File: src/rtl/ovl_dec_pkg.sv
// Shared widths, mode codes, ALU flag positions and control-word layout.
// Assumes an 8-bit opcode: bits 7:5 row, bits 4:2 slot, bits 1:0 group.
package ovl_dec_pkg;
    localparam int OP_W   = 8;
    localparam int ROW_W  = 3;
    localparam int SLOT_W = 3;
    localparam int GRP_W  = 2;
    localparam int ALU_W  = 12;

    typedef enum logic [SLOT_W-1:0] {
        AM_XIND = 3'd0, AM_ZP  = 3'd1, AM_IMM  = 3'd2, AM_ABS  = 3'd3,
        AM_INDY = 3'd4, AM_ZPX = 3'd5, AM_ABSY = 3'd6, AM_ABSX = 3'd7
    } amode_e;

    localparam int F_OR   = 0;
    localparam int F_AND  = 1;
    localparam int F_XOR  = 2;
    localparam int F_ADD  = 3;
    localparam int F_SUB  = 4;
    localparam int F_CMP  = 5;
    localparam int F_PASS = 6;
    localparam int F_SHL  = 7;
    localparam int F_SHR  = 8;
    localparam int F_ROT  = 9;
    localparam int F_INC  = 10;
    localparam int F_DEC  = 11;

    typedef struct packed {
        logic [ALU_W-1:0] alu;
        logic             mem_wr;
        logic             src_a;
        logic             src_x;
        logic             wr_a;
        logic             wr_x;
    } ctrl_t;

    localparam int CW = $bits(ctrl_t);
endpackage

File: src/rtl/ovl_grp01_dec.sv
// Group-01 decoder: accumulator arithmetic/logic rows.
// Assumes the caller ignores opcode bits 1:0; output is a raw contribution.
module ovl_grp01_dec
    import ovl_dec_pkg::*;
(
    input  logic [ROW_W-1:0]  row,
    input  logic [SLOT_W-1:0] slot,
    output ctrl_t             word
);
    // Map row/slot to the control contribution of this group.
    always_comb begin
        word = '0;
        unique case (row)
            3'd0: begin word.alu[F_OR]  = 1'b1; word.wr_a = 1'b1; end
            3'd1: begin word.alu[F_AND] = 1'b1; word.wr_a = 1'b1; end
            3'd2: begin word.alu[F_XOR] = 1'b1; word.wr_a = 1'b1; end
            3'd3: begin word.alu[F_ADD] = 1'b1; word.wr_a = 1'b1; end
            3'd4: begin
                if (slot != AM_IMM) begin
                    word.mem_wr = 1'b1;
                    word.src_a  = 1'b1;
                end
            end
            3'd5: begin word.alu[F_PASS] = 1'b1; word.wr_a = 1'b1; end
            3'd6: begin word.alu[F_CMP]  = 1'b1; end
            default: begin word.alu[F_SUB] = 1'b1; word.wr_a = 1'b1; end
        endcase
    end
endmodule

File: src/rtl/ovl_grp10_dec.sv
// Group-10 decoder: shift/rotate, X transfers, increment/decrement rows.
// Slots 0, 4 and 6 are mostly undefined and leave the word empty.
module ovl_grp10_dec
    import ovl_dec_pkg::*;
(
    input  logic [ROW_W-1:0]  row,
    input  logic [SLOT_W-1:0] slot,
    output ctrl_t             word
);
    logic mem_slot;   // slots 1,3,5,7 address memory
    logic acc_slot;   // slot 2 acts on a register

    // Classify the slot once for all rows.
    always_comb begin
        mem_slot = slot[0];
        acc_slot = (slot == AM_IMM);
    end

    // Build the contribution for the selected row.
    always_comb begin
        word = '0;
        unique case (row)
            3'd0, 3'd1, 3'd2, 3'd3: begin
                if (mem_slot || acc_slot) begin
                    word.alu[F_SHL] = ~row[1];
                    word.alu[F_SHR] = row[1];
                    word.alu[F_ROT] = row[0];
                    word.mem_wr     = mem_slot;
                    word.src_a      = acc_slot;
                    word.wr_a       = acc_slot;
                end
            end
            3'd4: begin
                if (acc_slot) begin
                    word.alu[F_PASS] = 1'b1;
                    word.src_x       = 1'b1;
                    word.wr_a        = 1'b1;
                end else if (slot == AM_ZP || slot == AM_ABS || slot == AM_ZPX) begin
                    word.mem_wr = 1'b1;
                    word.src_x  = 1'b1;
                end
            end
            3'd5: begin
                if (acc_slot) begin
                    word.alu[F_PASS] = 1'b1;
                    word.src_a       = 1'b1;
                    word.wr_x        = 1'b1;
                end else if (mem_slot || slot == AM_XIND) begin
                    word.alu[F_PASS] = 1'b1;
                    word.wr_x        = 1'b1;
                end
            end
            3'd6: begin
                if (acc_slot) begin
                    word.alu[F_DEC] = 1'b1;
                    word.wr_x       = 1'b1;
                end else if (mem_slot) begin
                    word.alu[F_DEC] = 1'b1;
                    word.mem_wr     = 1'b1;
                end
            end
            default: begin
                if (mem_slot) begin
                    word.alu[F_INC] = 1'b1;
                    word.mem_wr     = 1'b1;
                end
            end
        endcase
    end
endmodule

File: src/rtl/ovl_union_merge.sv
// Per-line merge: group bit 0 enables the group-01 word, bit 1 the group-10
// word; both set gives their OR, neither gives zero.
module ovl_union_merge
    import ovl_dec_pkg::*;
(
    input  logic [GRP_W-1:0] grp,
    input  logic [CW-1:0]    g01,
    input  logic [CW-1:0]    g10,
    output logic [CW-1:0]    merged
);
    for (genvar i = 0; i < CW; i++) begin : g_line
        // One control line: enabled contributions ORed together.
        assign merged[i] = (grp[0] & g01[i]) | (grp[1] & g10[i]);
    end
endmodule

File: src/rtl/ovl_ctrl_reg.sv
// Capture stage: holds the merged word and mode from the last valid strobe.
// Synchronous active-low reset clears everything.
module ovl_ctrl_reg
    import ovl_dec_pkg::*;
(
    input  logic              clk,
    input  logic              rst_n,
    input  logic              load,
    input  logic [CW-1:0]     word_d,
    input  logic [SLOT_W-1:0] mode_d,
    output logic [CW-1:0]     word_q,
    output logic [SLOT_W-1:0] mode_q,
    output logic              vld_q
);
    // Load on strobe, otherwise hold.
    always_ff @(posedge clk) begin
        if (!rst_n) begin
            word_q <= '0;
            mode_q <= '0;
            vld_q  <= 1'b0;
        end else if (load) begin
            word_q <= word_d;
            mode_q <= mode_d;
            vld_q  <= 1'b1;
        end
    end
endmodule

File: src/rtl/ovl_opdec_top.sv
// Top of the overlapping-group decoder: two group decoders, a per-line
// union merge, a capture register and last-cycle gating of the strobes.
module ovl_opdec_top
    import ovl_dec_pkg::*;
(
    input  logic             clk,
    input  logic             rst_n,
    input  logic             op_valid,
    input  logic [OP_W-1:0]  opcode,
    input  logic             last_cycle,
    output logic             dec_valid,
    output logic [2:0]       mode,
    output logic [ALU_W-1:0] alu_op,
    output logic             src_a,
    output logic             src_x,
    output logic             wr_a,
    output logic             wr_x,
    output logic             mem_wr
);
    localparam int ROW_LSB  = SLOT_W + GRP_W;
    localparam int SLOT_LSB = GRP_W;

    logic [ROW_W-1:0]  row;
    logic [SLOT_W-1:0] slot;
    logic [GRP_W-1:0]  grp;
    ctrl_t             g01_w, g10_w, held_w;
    logic [CW-1:0]     merged_w;
    logic [CW-1:0]     held_v;
    logic              gate;

    // Split the opcode into row, slot and group fields.
    always_comb begin
        row  = opcode[ROW_LSB +: ROW_W];
        slot = opcode[SLOT_LSB +: SLOT_W];
        grp  = opcode[GRP_W-1:0];
    end

    ovl_grp01_dec u_g01 (.row(row), .slot(slot), .word(g01_w));
    ovl_grp10_dec u_g10 (.row(row), .slot(slot), .word(g10_w));

    ovl_union_merge u_merge (
        .grp(grp), .g01(g01_w), .g10(g10_w), .merged(merged_w)
    );

    ovl_ctrl_reg u_reg (
        .clk(clk), .rst_n(rst_n), .load(op_valid),
        .word_d(merged_w), .mode_d(slot),
        .word_q(held_v), .mode_q(mode), .vld_q(dec_valid)
    );

    // Drive the held word out, strobes only on the final cycle.
    always_comb begin
        held_w = ctrl_t'(held_v);
        gate   = last_cycle & dec_valid;
        alu_op = held_w.alu;
        src_a  = held_w.src_a;
        src_x  = held_w.src_x;
        wr_a   = held_w.wr_a   & gate;
        wr_x   = held_w.wr_x   & gate;
        mem_wr = held_w.mem_wr & gate;
    end
endmodule

File: config.mk
export PLATFORM = sky130hd
export DESIGN_NAME = ovl_opdec_top
export DESIGN_NICKNAME = d
export VERILOG_FILES = /design/src/rtl/ovl_dec_pkg.sv /design/src/rtl/ovl_grp01_dec.sv /design/src/rtl/ovl_grp10_dec.sv /design/src/rtl/ovl_union_merge.sv /design/src/rtl/ovl_ctrl_reg.sv /design/src/rtl/ovl_opdec_top.sv
export SDC_FILE = /design/constraint.sdc
export NUM_CORES = 1
export LEC_CHECK = 0
export BUFFER_PORTS_ARGS = -buffer_cell sky130_fd_sc_hd__clkbuf_2
export CAP_MARGIN = 40
export CORE_MARGIN = 1.5
export CORE_UTILIZATION = 25
export CTS_CLUSTER_SIZE = 28
export DETAILED_ROUTE_END_ITERATION = 10
export PLACE_DENSITY = 0.41
export RECOVER_POWER = 25
export SLEW_MARGIN = 0
export SYNTH_ARGS = -nofsm -noshare
export SYNTH_HDL_FRONTEND = slang
export SYNTH_HIERARCHICAL = 1
export SYNTH_SLANG_ARGS = --single-unit
File: constraint.sdc
create_clock -name clk -period 2.12 [get_ports clk]
set_input_delay 0.424 -clock clk [delete_from_list [all_inputs] [get_ports clk]]
set_output_delay 0.424 -clock clk [all_outputs]
set_load 0.01 [all_outputs]
Word-level counts from Yosys, hierarchy flattened
Index checks and enable logic that the tools add are counted.

storage, ports and cells
  register bits = 21
  latch bits = 0
  RAM bits = 0
  memory bits (read-only) = 0
  input bits = 12
  memories = 0

operators by class
  add/subtract/negate cells = 0
  multiply operators = 0
  divide/modulo/power cells = 0
  $lt $le $gt $ge = 0
  equal/unequal tests = 11
  shift operators = 0
  muxes and demuxes = 31
  bitwise logic cells = 30
  reduce and logical (&&, ||, !) cells = 9

operators by type and width
  cell                  number
  $and A1 B1 Y1         25
  $mux W1               21
  $eq A3 B2 Y1 const B  4
  $eq A3 B3 Y1 const B  4
  $pmux W1 S2           4
  $reduce_or A7 Y1      1
  $eq A3 B1 Y1 const B  2
  $logic_not A3 Y1      2
  $mux W2               3
  $mux W3               2
  $logic_or A1 B1 Y1    4
  $or A1 B1 Y1          4
  $pmux W1 S4           1
  $reduce_or A4 Y1      1
  $ne A3 B2 Y1 const B  1
  $reduce_or A2 Y1      1
  $not A1 Y1            1

Logic depth before layout (Yosys ltp)
  depth after elaboration = 8
  mapped depth = 6
  depth with buffers taken out = 5

Cells and area by module
Netlist, hierarchy kept.

modules (own cells, without submodules)
  module           instances  cells an instance  area an instance (µm²)  seq. area each (µm²)
  ovl_ctrl_reg     1          67                 812.0                   420.4
  ovl_grp10_dec    1          33                 220.2                   0.0
  ovl_union_merge  1          21                 206.4                   0.0
  ovl_grp01_dec    1          21                 141.4                   0.0
  ovl_opdec_top    1          3                  18.8                    0.0

Worst setup path after synthesis
OpenSTA, ideal clock, no wires.

  path kind = input to register
  start = input opcode[7]
  end = register u_reg.word_q[4]
  arrival time = 1.182 ns
  required time = 2.004 ns
  setup slack = 0.822 ns
  stages on the path = 6
  path through = clkbuf_2 > nand2b_1 > o21a_1 > a22o_1 > mux2i_1 > nor2b_1

RTL lines
  item                  RTL line            RTL
  from (decl)           ovl_opdec_top.sv:9  input logic [OP_W-1:0] opcode,
  to (signal assigned)  ovl_ctrl_reg.sv:22  word_q <= word_d;
  to (decl)             ovl_ctrl_reg.sv:11  output logic [CW-1:0] word_q,

Worst setup path in the final report
  start = register u_reg.vld_q
  end = output mem_wr

on the way
  cells in the longest elaborated chain, start to end = 2

ends and longest elaborated chain
  item                    RTL line             RTL
  from (decl)             ovl_ctrl_reg.sv:13   output logic vld_q
  from (signal assigned)  ovl_ctrl_reg.sv:20   vld_q <= 1'b0;
  from (signal assigned)  ovl_ctrl_reg.sv:24   vld_q <= 1'b1;
  $and A1 B1 Y1           ovl_opdec_top.sv:54  gate = last_cycle & dec_valid;
  $and A1 B1 Y1           ovl_opdec_top.sv:60  mem_wr = held_w.mem_wr & gate;
  to (decl)               ovl_opdec_top.sv:18  output logic mem_wr

No other way between the ends.

==> results.py <==
metrics = {
    "global_routing": {
        "grt_pass1_wl_um": 5020,
        "grt_pass1_vias": 1005,
        "grt_max_degree": 22,
        "antenna_violations_before_repair": 0,
        "groute.usage.overall": 0.106,
        "globalRoute.totalOverflow": 0,
    },
    "floorplan": {
        "core.rowCount": 27,
        "die_w_um": 77.8,
        "ioPinCount": 33,
        "core_footprint_sq_um": 5440,
        "initial_utilization": 0.257,
        "fp.dieH_um": 77.8,
        "die_ar_sq_um": 6050,
    },
    "detailed_routing": {
        "antenna_left": 0,
        "routed_via_density": 4.16,
        "drcViolationCount": 0,
        "vias": 998,
        "route.detailed.wl_per_inst_um": 12.7,
        "totalWireLength_um": 3050,
        "iter_0_drt_violations": 27,
        "drt-pass1-iter-count": 4,
    },
    "final_layout": {
        "layout-drive-gt1-share": 0.280,
        "layout-area-overhead-vs-synth_pct": 8.32,
        "antenna_cells": 0,
        "leading_cell_types_in_the_layout_fill_and_taps_excluded": "29 x clkbuf_2, 21 x nor2b_1, 21 x dfxtp_1",
        "final_core_util": 0.279,
        "register_area_sq_um": 420,
        "fillCellCount": 607,
        "design.final.nets": 181,
        "multi_input_comb_area_sq_um": 783,
        "mostFrequentLayoutCell": "clkbuf_2",
    },
    "timing": {
        "postLayoutSetupSlackWorst_ns": 0.758,
        "slew-limit-headroom": 0.527,
        "final_period_minus_worst_setup_slack_ns": 1.36,
        "final_hold_violating_endpoints": 0,
        "worst_clock_skew_ns": 0,
        "worstMarginPinSlew_ns": 0.709,
        "totalNegativeSetupSlack_ns": 0,
        "setup_repair_after_global_routing_missed_its_margin": "no",
        "report.final.setup_viol": 0,
        "fmax_mhz": 734,
        "final_worst_path_period_share": 0.642,
        "maxSlewViolCount": 0,
    },
    "setup_path": {
        "rr_startpoint": "u_reg/word_q[4]",
        "worstPathMaxFanout": 5,
        "r2r_cells": 2,
        "end_kind": "primary output",
        "worst_setup_path_start_kind": "register",
        "r2r-end": "u_reg/word_q[4]",
        "critPathMaxStageDelay_ns": 0.38,
        "path_class": "reg -> out",
        "critical_path_buf_inv_count": 1,
        "r2r_setup_slack_ns": 1.49,
        "crit_arrival_ns": 0.94,
        "critical_path.slowest_cell": "dfxtp_1",
        "path_cells": "and3_1, clkbuf_2",
        "cp_top_family": "flip-flops",
        "worst-endpoint-required_ns": 1.70,
    },
    "logic_synthesis": {
        "avgSynthCellArea_sq_um": 9.65,
        "synth-seq-area-share": 0.301,
        "postSynthCellCount": 145,
        "post_synth_num_cell_types": 30,
        "netlist.top_cell.by_area": "dfxtp_1",
        "synth_seq_cells": 21,
        "synth_top_cells_by_area": "dfxtp_1 30%, mux2i_1 14%, nor2b_1 9.4%, buf_4 7.5%, a22o_1 6.3%",
        "mappedNetlistArea_sq_um": 1400,
        "synthDominantCellAreaShare": 0.301,
        "yosysWarnings": 6,
    },
    "job": {
        "maxCapViolations": 0,
    },
    "clock_network": {
        "cts_tree": "done",
        "htreeDepth": 1,
        "clock_sinks": 21,
        "number_of_buffers_added_by_the_clock_tree_synthesis_step": 3,
        "hold_buffers": 0,
        "path_clk_slew_ns": 0.08,
        "cts_setup_buffers": 0,
        "post_cts.resized_instances": 0,
        "clockRootBuffer": "clkbuf_8",
        "insertion_delay_ns": 0.26,
        "clockBufferDepth": 2,
    },
    "power_and_ir_drop": {
        "power_switching_w": 0.000250,
        "comb_power_frac": 0.196,
        "vdd.ir_drop.worst_uv": 213,
        "power-per-cell-area_nw_per_um2": 577,
        "p_clk_frac": 0.317,
        "share_seq_of_total_power": 0.487,
        "p_int_w": 0.000624,
        "leakage_nw": 0.700,
        "power.switching_fraction": 0.286,
    },
    "worst_hold_path": {
        "capture_endpoint_of_the_worst_hold_path": "u_reg/mode_q[2]",
        "worst_hold_path_type": "in -> reg",
        "min_from": "opcode[4]",
        "worst_hold_path_depth": 3,
    },
    "placed_design": {
        "hpwl_um": 2090,
        "placement.setup.worst_slack_ns": 0.550,
        "gpl.final_weighted_congestion": 0.692,
        "port_buffers": 32,
    },
    "outcome": {
        "status": "finished, final reports clean",
    },
}
-- worst min-delay path, cell delays in order --
cell      delay [ns]
clkbuf_2        0.14
mux2i_1         0.08
nor2b_1         0.10
-- sequential cells by signal, summed over array words and instances, names as in the netlist --
| signal | cells |
|---|---|
| u_reg/mode_q | 3 |
| u_reg/word_q | 17 |
| u_reg/vld_q | 1 |
-- logic make-up after synthesis --
kind of cell	synth area share
compound gates	0.184
simple gates	0.198
mux	0.143
buf+inv	0.169
flops	0.301
other cells	0.00537
-- through the flow --
stage	total power [W]	area (sq um)	hold slack, ns	instances
2_1_floorplan	0.000586	1440	0.475	156
3_3_place_gp	0.000606	1470	0.483	236
3_5_place_dp	0.000608	1470	0.500	236
4_1_cts	0.000893	1520	0.509	240
5_1_grt	0.000932	1520	0.521	240
6_report	0.000874	1520	0.508	240
-- cell type report --
class / instances / share of cell area
Clock buffer: 3 / 0.0273
Clock inverter: 1 / 0.00330
Inverter: 5 / 0.0124
Multi-Input combinational cell: 106 / 0.517
Sequential cell: 21 / 0.277
Tap cell: 72 / 0.0595
Timing Repair Buffer: 32 / 0.103
-- cells in the mapped netlist (all sizes together) --
cell and count:
clkbuf 3, nor4 1, a22o 17, nor2b 21, a211oi 5, nor3b 2, a21oi 3, and3 5
conb 2, or3b 1, o32ai 1, dfxtp 21, nand2 1, inv 5, nor3 2, mux2i 20
o21a 3, nor2 5, buf 21, nand3b 1, nand2b 5
-- power by group through the flow --
stage	sequential, W	clock (W)	combinational, W
detailed placement	0.000435	0	0.000174
global placement	0.000433	0	0.000173
finish	0.000425	0.000277	0.000171
global route	0.000428	0.000313	0.000191
floorplan	0.000441	0	0.000145
CTS	0.000425	0.000293	0.000175
-- worst max-delay path by stage --
stage	from	to	slack [ns]	cells after the start
3_5_place_dp	opcode[3]	u_reg/word_q[0]	0.55	6
2_1_floorplan	opcode[7]	u_reg/word_q[4]	0.82	6
6_report	u_reg/vld_q	mem_wr	0.76	2
4_1_cts	u_reg/vld_q	wr_a	0.74	2
3_3_place_gp	opcode[3]	u_reg/word_q[0]	0.55	6
5_1_grt	u_reg/vld_q	mem_wr	0.68	2
-- routing by layer --
layer	vias to the layer above	global-route usage	routed length, um
li1	524	-	-
met1	448	0.140	1580
met2	21	0.166	1310
met3	5	0.0188	102
met4	0	0.0491	55
met5	-	0	0
Power figures use the tool's default switching activity.
